`src/rtl/relbr_pkg.sv`:
```
package relbr_pkg;

  localparam int FLAG_W = 5;
  localparam int FLG_C  = 0;
  localparam int FLG_Z  = 1;
  localparam int FLG_N  = 2;
  localparam int FLG_I  = 3;
  localparam int FLG_V  = 4;

  typedef enum logic [3:0] {
    BC_ALWAYS,
    BC_NEVER,
    BC_ZCLR,
    BC_NCLR,
    BC_NSET,
    BC_CCLR,
    BC_CSET,
    BC_CORZ,
    BC_ICLR,
    BC_ISET,
    BC_PINHI,
    BC_PINLO,
    BC_SLT,
    BC_SLE,
    BC_BITTST,
    BC_NONE
  } bcls_e;

  typedef struct packed {
    bcls_e      cls;
    logic [2:0] bitsel;
    logic       want_one;
    logic       long_form;
    logic       legal;
  } bdec_t;

endpackage

```
`src/rtl/relbr_decode.sv`:
```
module relbr_decode
  import relbr_pkg::*;
(
  input  logic [7:0] opcode,
  input  logic       prefixed,
  output bdec_t      dec
);

  always_comb begin
    dec           = '0;
    dec.cls       = BC_NONE;
    dec.bitsel    = opcode[3:1];
    dec.want_one  = ~opcode[0];
    dec.long_form = 1'b0;
    if (!prefixed) begin
      if (opcode[7:4] == 4'h0) begin
        dec.cls       = BC_BITTST;
        dec.long_form = 1'b1;
      end else begin
        case (opcode)
          8'h20:   dec.cls = BC_ALWAYS;
          8'h21:   dec.cls = BC_NEVER;
          8'h23:   dec.cls = BC_CORZ;
          8'h24:   dec.cls = BC_CCLR;
          8'h25:   dec.cls = BC_CSET;
          8'h26:   dec.cls = BC_ZCLR;
          8'h2A:   dec.cls = BC_NCLR;
          8'h2B:   dec.cls = BC_NSET;
          8'h2C:   dec.cls = BC_ICLR;
          8'h2D:   dec.cls = BC_ISET;
          8'h2E:   dec.cls = BC_PINLO;
          8'h2F:   dec.cls = BC_PINHI;
          8'h91:   dec.cls = BC_SLT;
          8'h93:   dec.cls = BC_SLE;
          default: dec.cls = BC_NONE;
        endcase
      end
    end
    dec.legal = (dec.cls != BC_NONE);
  end

endmodule

```
`src/rtl/relbr_cond.sv`:
```
module relbr_cond
  import relbr_pkg::*;
#(
  parameter int DATA_W = 8
) (
  input  bcls_e              cls,
  input  logic [FLAG_W-1:0]  flags,
  input  logic               irq_pin,
  input  logic [DATA_W-1:0]  mem,
  input  logic [2:0]         bitsel,
  input  logic               want_one,
  output logic               cond
);

  localparam int SEL_W = (DATA_W > 1) ? $clog2(DATA_W) : 1;

  logic [DATA_W-1:0] hit;
  logic [SEL_W-1:0]  idx;
  logic              picked;
  logic              lt_signed;

  assign idx = SEL_W'(bitsel);

  genvar gi;
  generate
    for (gi = 0; gi < DATA_W; gi++) begin : g_pick
      assign hit[gi] = mem[gi] & (idx == SEL_W'(gi));
    end
  endgenerate

  assign picked    = |hit;
  assign lt_signed = flags[FLG_N] ^ flags[FLG_V];

  always_comb begin
    case (cls)
      BC_ALWAYS: cond = 1'b1;
      BC_NEVER:  cond = 1'b0;
      BC_ZCLR:   cond = ~flags[FLG_Z];
      BC_NCLR:   cond = ~flags[FLG_N];
      BC_NSET:   cond = flags[FLG_N];
      BC_CCLR:   cond = ~flags[FLG_C];
      BC_CSET:   cond = flags[FLG_C];
      BC_CORZ:   cond = flags[FLG_C] | flags[FLG_Z];
      BC_ICLR:   cond = ~flags[FLG_I];
      BC_ISET:   cond = flags[FLG_I];
      BC_PINHI:  cond = irq_pin;
      BC_PINLO:  cond = ~irq_pin;
      BC_SLT:    cond = lt_signed;
      BC_SLE:    cond = flags[FLG_Z] | lt_signed;
      BC_BITTST: cond = (picked == want_one);
      default:   cond = 1'b0;
    endcase
  end

endmodule

```
`src/rtl/relbr_target.sv`:
```
module relbr_target #(
  parameter int PC_W    = 16,
  parameter int DISP_W  = 8,
  parameter int SHORT_L = 2,
  parameter int LONG_L  = 3
) (
  input  logic [PC_W-1:0]   pc,
  input  logic [DISP_W-1:0] disp,
  input  logic              long_form,
  input  logic              legal,
  input  logic              cond,
  output logic [PC_W-1:0]   next_pc
);

  logic [PC_W-1:0] disp_ext;
  logic [PC_W-1:0] step;
  logic [PC_W-1:0] seq_pc;
  logic [PC_W-1:0] jump_pc;

  generate
    if (PC_W > DISP_W) begin : g_sext
      assign disp_ext = {{(PC_W-DISP_W){disp[DISP_W-1]}}, disp};
    end else begin : g_trunc
      assign disp_ext = disp[PC_W-1:0];
    end
  endgenerate

  assign step    = long_form ? PC_W'(LONG_L) : PC_W'(SHORT_L);
  assign seq_pc  = pc + step;
  assign jump_pc = seq_pc + disp_ext;

  always_comb begin
    if (!legal)     next_pc = pc;
    else if (cond)  next_pc = jump_pc;
    else            next_pc = seq_pc;
  end

endmodule

```
`src/rtl/relbr_eval.sv`:
```
module relbr_eval
  import relbr_pkg::*;
#(
  parameter int PC_W      = 16,
  parameter int DISP_W    = 8,
  parameter int DATA_W    = 8,
  parameter int CYC_W     = 3,
  parameter int SHORT_CYC = 3,
  parameter int LONG_CYC  = 5
) (
  input  logic              clk,
  input  logic              rst,
  input  logic              in_valid,
  input  logic [7:0]        opcode,
  input  logic              prefixed,
  input  logic [FLAG_W-1:0] ccr_in,
  input  logic              irq_pin,
  input  logic [PC_W-1:0]   cur_pc,
  input  logic [DISP_W-1:0] disp,
  input  logic [DATA_W-1:0] mem_operand,
  output logic              out_valid,
  output logic              taken,
  output logic              illegal,
  output logic [PC_W-1:0]   next_pc,
  output logic [CYC_W-1:0]  cycles,
  output logic [FLAG_W-1:0] ccr_out
);

  bdec_t           dec;
  logic            cond;
  logic            take_c;
  logic [PC_W-1:0] npc_c;
  logic [CYC_W-1:0] cyc_c;

  relbr_decode u_dec (
    .opcode   (opcode),
    .prefixed (prefixed),
    .dec      (dec)
  );

  relbr_cond #(.DATA_W(DATA_W)) u_cond (
    .cls      (dec.cls),
    .flags    (ccr_in),
    .irq_pin  (irq_pin),
    .mem      (mem_operand),
    .bitsel   (dec.bitsel),
    .want_one (dec.want_one),
    .cond     (cond)
  );

  assign take_c = cond & dec.legal;

  relbr_target #(.PC_W(PC_W), .DISP_W(DISP_W)) u_tgt (
    .pc        (cur_pc),
    .disp      (disp),
    .long_form (dec.long_form),
    .legal     (dec.legal),
    .cond      (take_c),
    .next_pc   (npc_c)
  );

  always_comb begin
    if (!dec.legal)        cyc_c = '0;
    else if (dec.long_form) cyc_c = CYC_W'(LONG_CYC);
    else                   cyc_c = CYC_W'(SHORT_CYC);
  end

  always_ff @(posedge clk) begin
    if (rst) begin
      out_valid <= 1'b0;
      taken     <= 1'b0;
      illegal   <= 1'b0;
      next_pc   <= '0;
      cycles    <= '0;
      ccr_out   <= '0;
    end else begin
      out_valid <= in_valid;
      if (in_valid) begin
        taken   <= take_c;
        illegal <= ~dec.legal;
        next_pc <= npc_c;
        cycles  <= cyc_c;
        ccr_out <= ccr_in;
      end
    end
  end

endmodule

```
`config.mk`:
```
export PLATFORM = sky130hd
export DESIGN_NAME = relbr_eval
export DESIGN_NICKNAME = d
export VERILOG_FILES = /design/src/rtl/relbr_pkg.sv /design/src/rtl/relbr_decode.sv /design/src/rtl/relbr_cond.sv /design/src/rtl/relbr_target.sv /design/src/rtl/relbr_eval.sv
export SDC_FILE = /design/constraint.sdc
export NUM_CORES = 1
export LEC_CHECK = 0
export CAP_MARGIN = 20
export CORE_MARGIN = 2
export CORE_UTILIZATION = 49
export CTS_BUF_LIST = sky130_fd_sc_hd__clkbuf_8 sky130_fd_sc_hd__clkbuf_16
export DETAILED_ROUTE_END_ITERATION = 8
export GPL_ROUTABILITY_DRIVEN = 1
export HOLD_SLACK_MARGIN = 0.08
export MAX_ROUTING_LAYER = met4
export PLACE_DENSITY_LB_ADDON = 0.25
export SYNTH_ARGS = -nofsm -noshare
export SYNTH_HDL_FRONTEND = slang
export SYNTH_SLANG_ARGS = --single-unit
```
`constraint.sdc`:
```
create_clock -name clk -period 5.02 [get_ports clk]
set_input_delay 0.753 -clock clk [delete_from_list [all_inputs] [get_ports clk]]
set_output_delay 0.753 -clock clk [all_outputs]
set_load 0.03 [all_outputs]
```
==> run_results.csv <==
group,metric,value,unit
run_status,outcome,"completed",
timing,final-max-slew-violation-count,0,
global_routing,first_global_vias,2668,
placement,place.port_buffers,76,
logic_synthesis,synth_most_common_cell,"nor2_1",
logic_synthesis,synth.avg_cell_area,7.74,µm²
route,routedWlPerCell,15.3,µm
cts,cts-buffers-inserted,3,
setup_path,cpPeakStageDelay,0.43,ns
cts,cts-root-to-sink-buffers,2,
setup_path,critical_path.max_fanout,3,
timing,final.setup.worst_slack,0.307,ns
logic_synthesis,count_of_flip_flops_with_a_built_in_enable_after_synthesis,0,
global_routing,grt_antenna_before_repair,0,
floorplan,die_h,78.9,µm
setup_path,cp.required,5.21,ns
setup_path,cp.arrival,4.91,ns
global_routing,grt_pass1_wl,12.2,mm
finish,post_route_cells_drive_above_1_share,7.71,%
route,drt-total-wl,7.64,mm
cts,worst_setup_hold_path_clk_slew,0.11,ns
timing,rsz0062_at_grt,"false",
cts,root_buffer,"clkbuf_8",
cts,clkLatencyLatePin,0.28,ns
pwr,total_net_switching_power,0.253,mW
logic_synthesis,yosysUniqueCellTypes,56,
timing,max_slew.worst_pin.slew,0.899,ns
logic_synthesis,postSynthRegisterBits,27,
finish,post-route-cell-area,0.00367,mm²
cts,cts-resized-gates,0,
timing,final.period_utilization,93.9,%
global_routing,grt.overflow.total,0,
placement,weighted_congestion_at_the_end_of_routability_driven_global_placement,0.912,
timing,slew_headroom,39.9,%
route,detail_route.iter0.violations,127,
logic_synthesis,cell_count_after_synthesis,355,
run,number_of_max_capacitance_violations_reported,0,
pwr,power.combinational.fraction,45.7,%
route,drtPass1Iterations,4,
pwr,power_density,187,mW/mm²
logic_synthesis,synth_top_cells_by_count,"nor2_1 (36), dfxtp_1 (27), o21ai_0 (23)",
logic_synthesis,async_set_reset_flop_share_out_of_synthesis,0,%
pwr,power.share.sequential,34.2,%
finish,final_nets,497,
placement,place_ws,-0.0349,ns
global_routing,grt_start_max_net_pins,38,
logic_synthesis,synth.top_cell.area_share,19.7,%
floorplan,floorplan.initialDensity,50.2,%
logic_synthesis,synth_top_flop_cell,"dfxtp_1",
floorplan,row_count,27,
placement,placedInstanceArea,0.00360,mm²
finish,antenna-diode-count,0,
floorplan,pin_count,77,
cts,postCtsHoldBufs,0,
setup_path,crit_slowest_cell,"clkdlybuf4s50_1",
timing,final.hold.worst_slack,0.484,ns
logic_synthesis,synth_top_cells_by_area,"dfxtp_1 (20%), ha_1 (7.7%), mux2i_1 (7.6%), xnor2_1 (5.4%), nor2_1 (4.9%)",
finish,areaGrowthSynthToFinish,33.5,%
pwr,power_leakage,1.49,nW
logic_synthesis,synth_area,0.00275,mm²
logic_synthesis,yosys.area.top_type,"dfxtp_1",
timing,worst_clock_skew,0,ns
timing,fmax,212,MHz
route,post_drt_via_cell_ratio,5.86,
route,route.detailed.drc,0,
timing,fin_crit,4.71,ns
route,detailroute.via_count,2932,
pwr,power.clock.fraction,20.1,%
placement,place_hpwl,5.94,mm
pwr,ir_worst_vdd,0.124,mV
pwr,fin_total_pwr,0.687,mW
logic_synthesis,syn_nets,423,
logic_synthesis,synth.yosys.seq_area_share,19.7,%
cts,tritoncts,"built",
pwr,power.internal,0.434,mW
cts,htree_num_levels,1,
global_routing,all_layer_global_routing_usage,24.3,%
floorplan,core_area,0.00547,mm²
setup_path,type_of_element_capturing_the_critical_path,"register",
timing,setup_viol,0,
pwr,sw_frac_of_total,36.8,%
setup_path,crit_chain,"clkdlybuf4s50_1 > or3_1 > or3_1 > inv_1 > ha_1 > inv_1 > ha_1 > nor2b_2 > nand4_1 > xnor2_1 > ha_1 > or3_1 > nand2b_1 > a31oi_2 > o211ai_1 > a31o_2 > a21oi_1 > xor2_1 > o21a_1 > o32ai_1",
finish,num-fill-cells,496,
min_path,hold_class,"register to register",
cts,clock_sink_count,27,
floorplan,area_of_the_die,0.00623,mm²
cts,post-cts-setup-buffer-count,0,
route,postRouteAntennaNets,0,
setup_path,crit_start_category,"input pin",
setup_path,category_of_the_most_critical_setup_path,"input pin to register",
logic_synthesis,yosysWarningCount,0,
floorplan,fp.dieW,78.9,µm
timing,final-hold-violation-count,0,
[registers in the layout (all words and copies together) (netlist names)]
register	count
cycles	3
next_pc	16
illegal	1
out_valid	1
ccr_out	5
taken	1
[critical path, delay by kind of cell]
kind	cells	cell delay, ns
buffers and inverters	3	0.57
adder cells (fa/ha/maj)	3	0.57
AND/OR/NAND/NOR	6	1.59
AO/OA/AOI/OAI	6	1.17
XOR/XNOR	2	0.27
[per-stage QoR]
step           util (%)  std cells  setup TNS, ns
2_1_floorplan         -        355              0
3_3_place_gp       65.8        496              0
3_5_place_dp       65.8        496        -0.0349
4_1_cts            66.7        500              0
5_1_grt            67.1        500              0
6_report           67.1        500              0
[worst paths after layout]
path | to | from | cells after the start | slack (ns)
hold reg to reg | next_pc[0] | next_pc[0] | 2 | 0.48
setup / recovery | next_pc[15] | opcode[6] | 20 | 0.31
hold / removal | next_pc[0] | next_pc[0] | 2 | 0.48
setup reg to reg | next_pc[15] | next_pc[15] | 3 | 4.14
[cell type report]
type,instances,area (µm²),area share [%]
Clock buffer,3,41.3,1.12
Sequential cell,27,541,14.7
Timing Repair Buffer,86,836,22.8
Tap cell,72,90.1,2.45
Clock inverter,1,7.51,0.204
Inverter,13,48.8,1.33
Multi-Input combinational cell,298,2110,57.4
[per-layer routing]
| metal | share of wire (%) | global-route usage (%) |
|---|---|---|
| met1 | 47 | 33.2 |
| met2 | 47 | 40.5 |
| met3 | 5.8 | 2.73 |
| met4 | 0.28 | 2.59 |
| met5 | 0 | - |
[cells in the final DEF (no fill, tap or decap), drive strengths merged, types with 2 or more instances in the layout]
master / n
nand2b: 3
nand3: 13
dfxtp: 27
nand4: 3
o2111ai: 2
a221oi: 5
a21oi: 11
o211ai: 4
o21ai: 23
inv: 13
and3b: 2
a211o: 2
o21a: 4
nor3b: 2
mux2i: 21
o21bai: 2
and2: 3
and3: 2
buf: 10
ha: 17
or3: 6
a211oi: 7
o22ai: 10
xor2: 13
nand2: 21
nor3: 11
clkbuf: 3
a31oi: 13
nor2b: 16
clkdlybuf4s50: 76
a31o: 2
nor2: 37
mux2: 6
xnor2: 17
o211a: 2
o21ba: 2
[cells by family (layout without fill, tap and decap cells)]
logic type	Yosys count	in the layout	synth area share, %
XOR/XNOR	30	30	9.56
AO/OA/AOI/OAI	98	98	24.1
buffers and inverters	30	103	4.46
adder cells (fa/ha/maj)	18	18	8.47
flip-flops	27	27	19.7
AND/OR/NAND/NOR	125	125	23.5
multiplexers	27	27	10.2
[power groups by stage]
stage | clock (mW) | combinational [mW] | sequential (mW)
after floorplan | 0 | 0.165 | 0.267
after global placement | 0 | 0.302 | 0.240
after detailed placement | 0 | 0.307 | 0.240
after CTS | 0.138 | 0.309 | 0.235
after global routing | 0.146 | 0.341 | 0.237
final | 0.138 | 0.314 | 0.235
No activity file was read; power rests on OpenSTA's default activity.
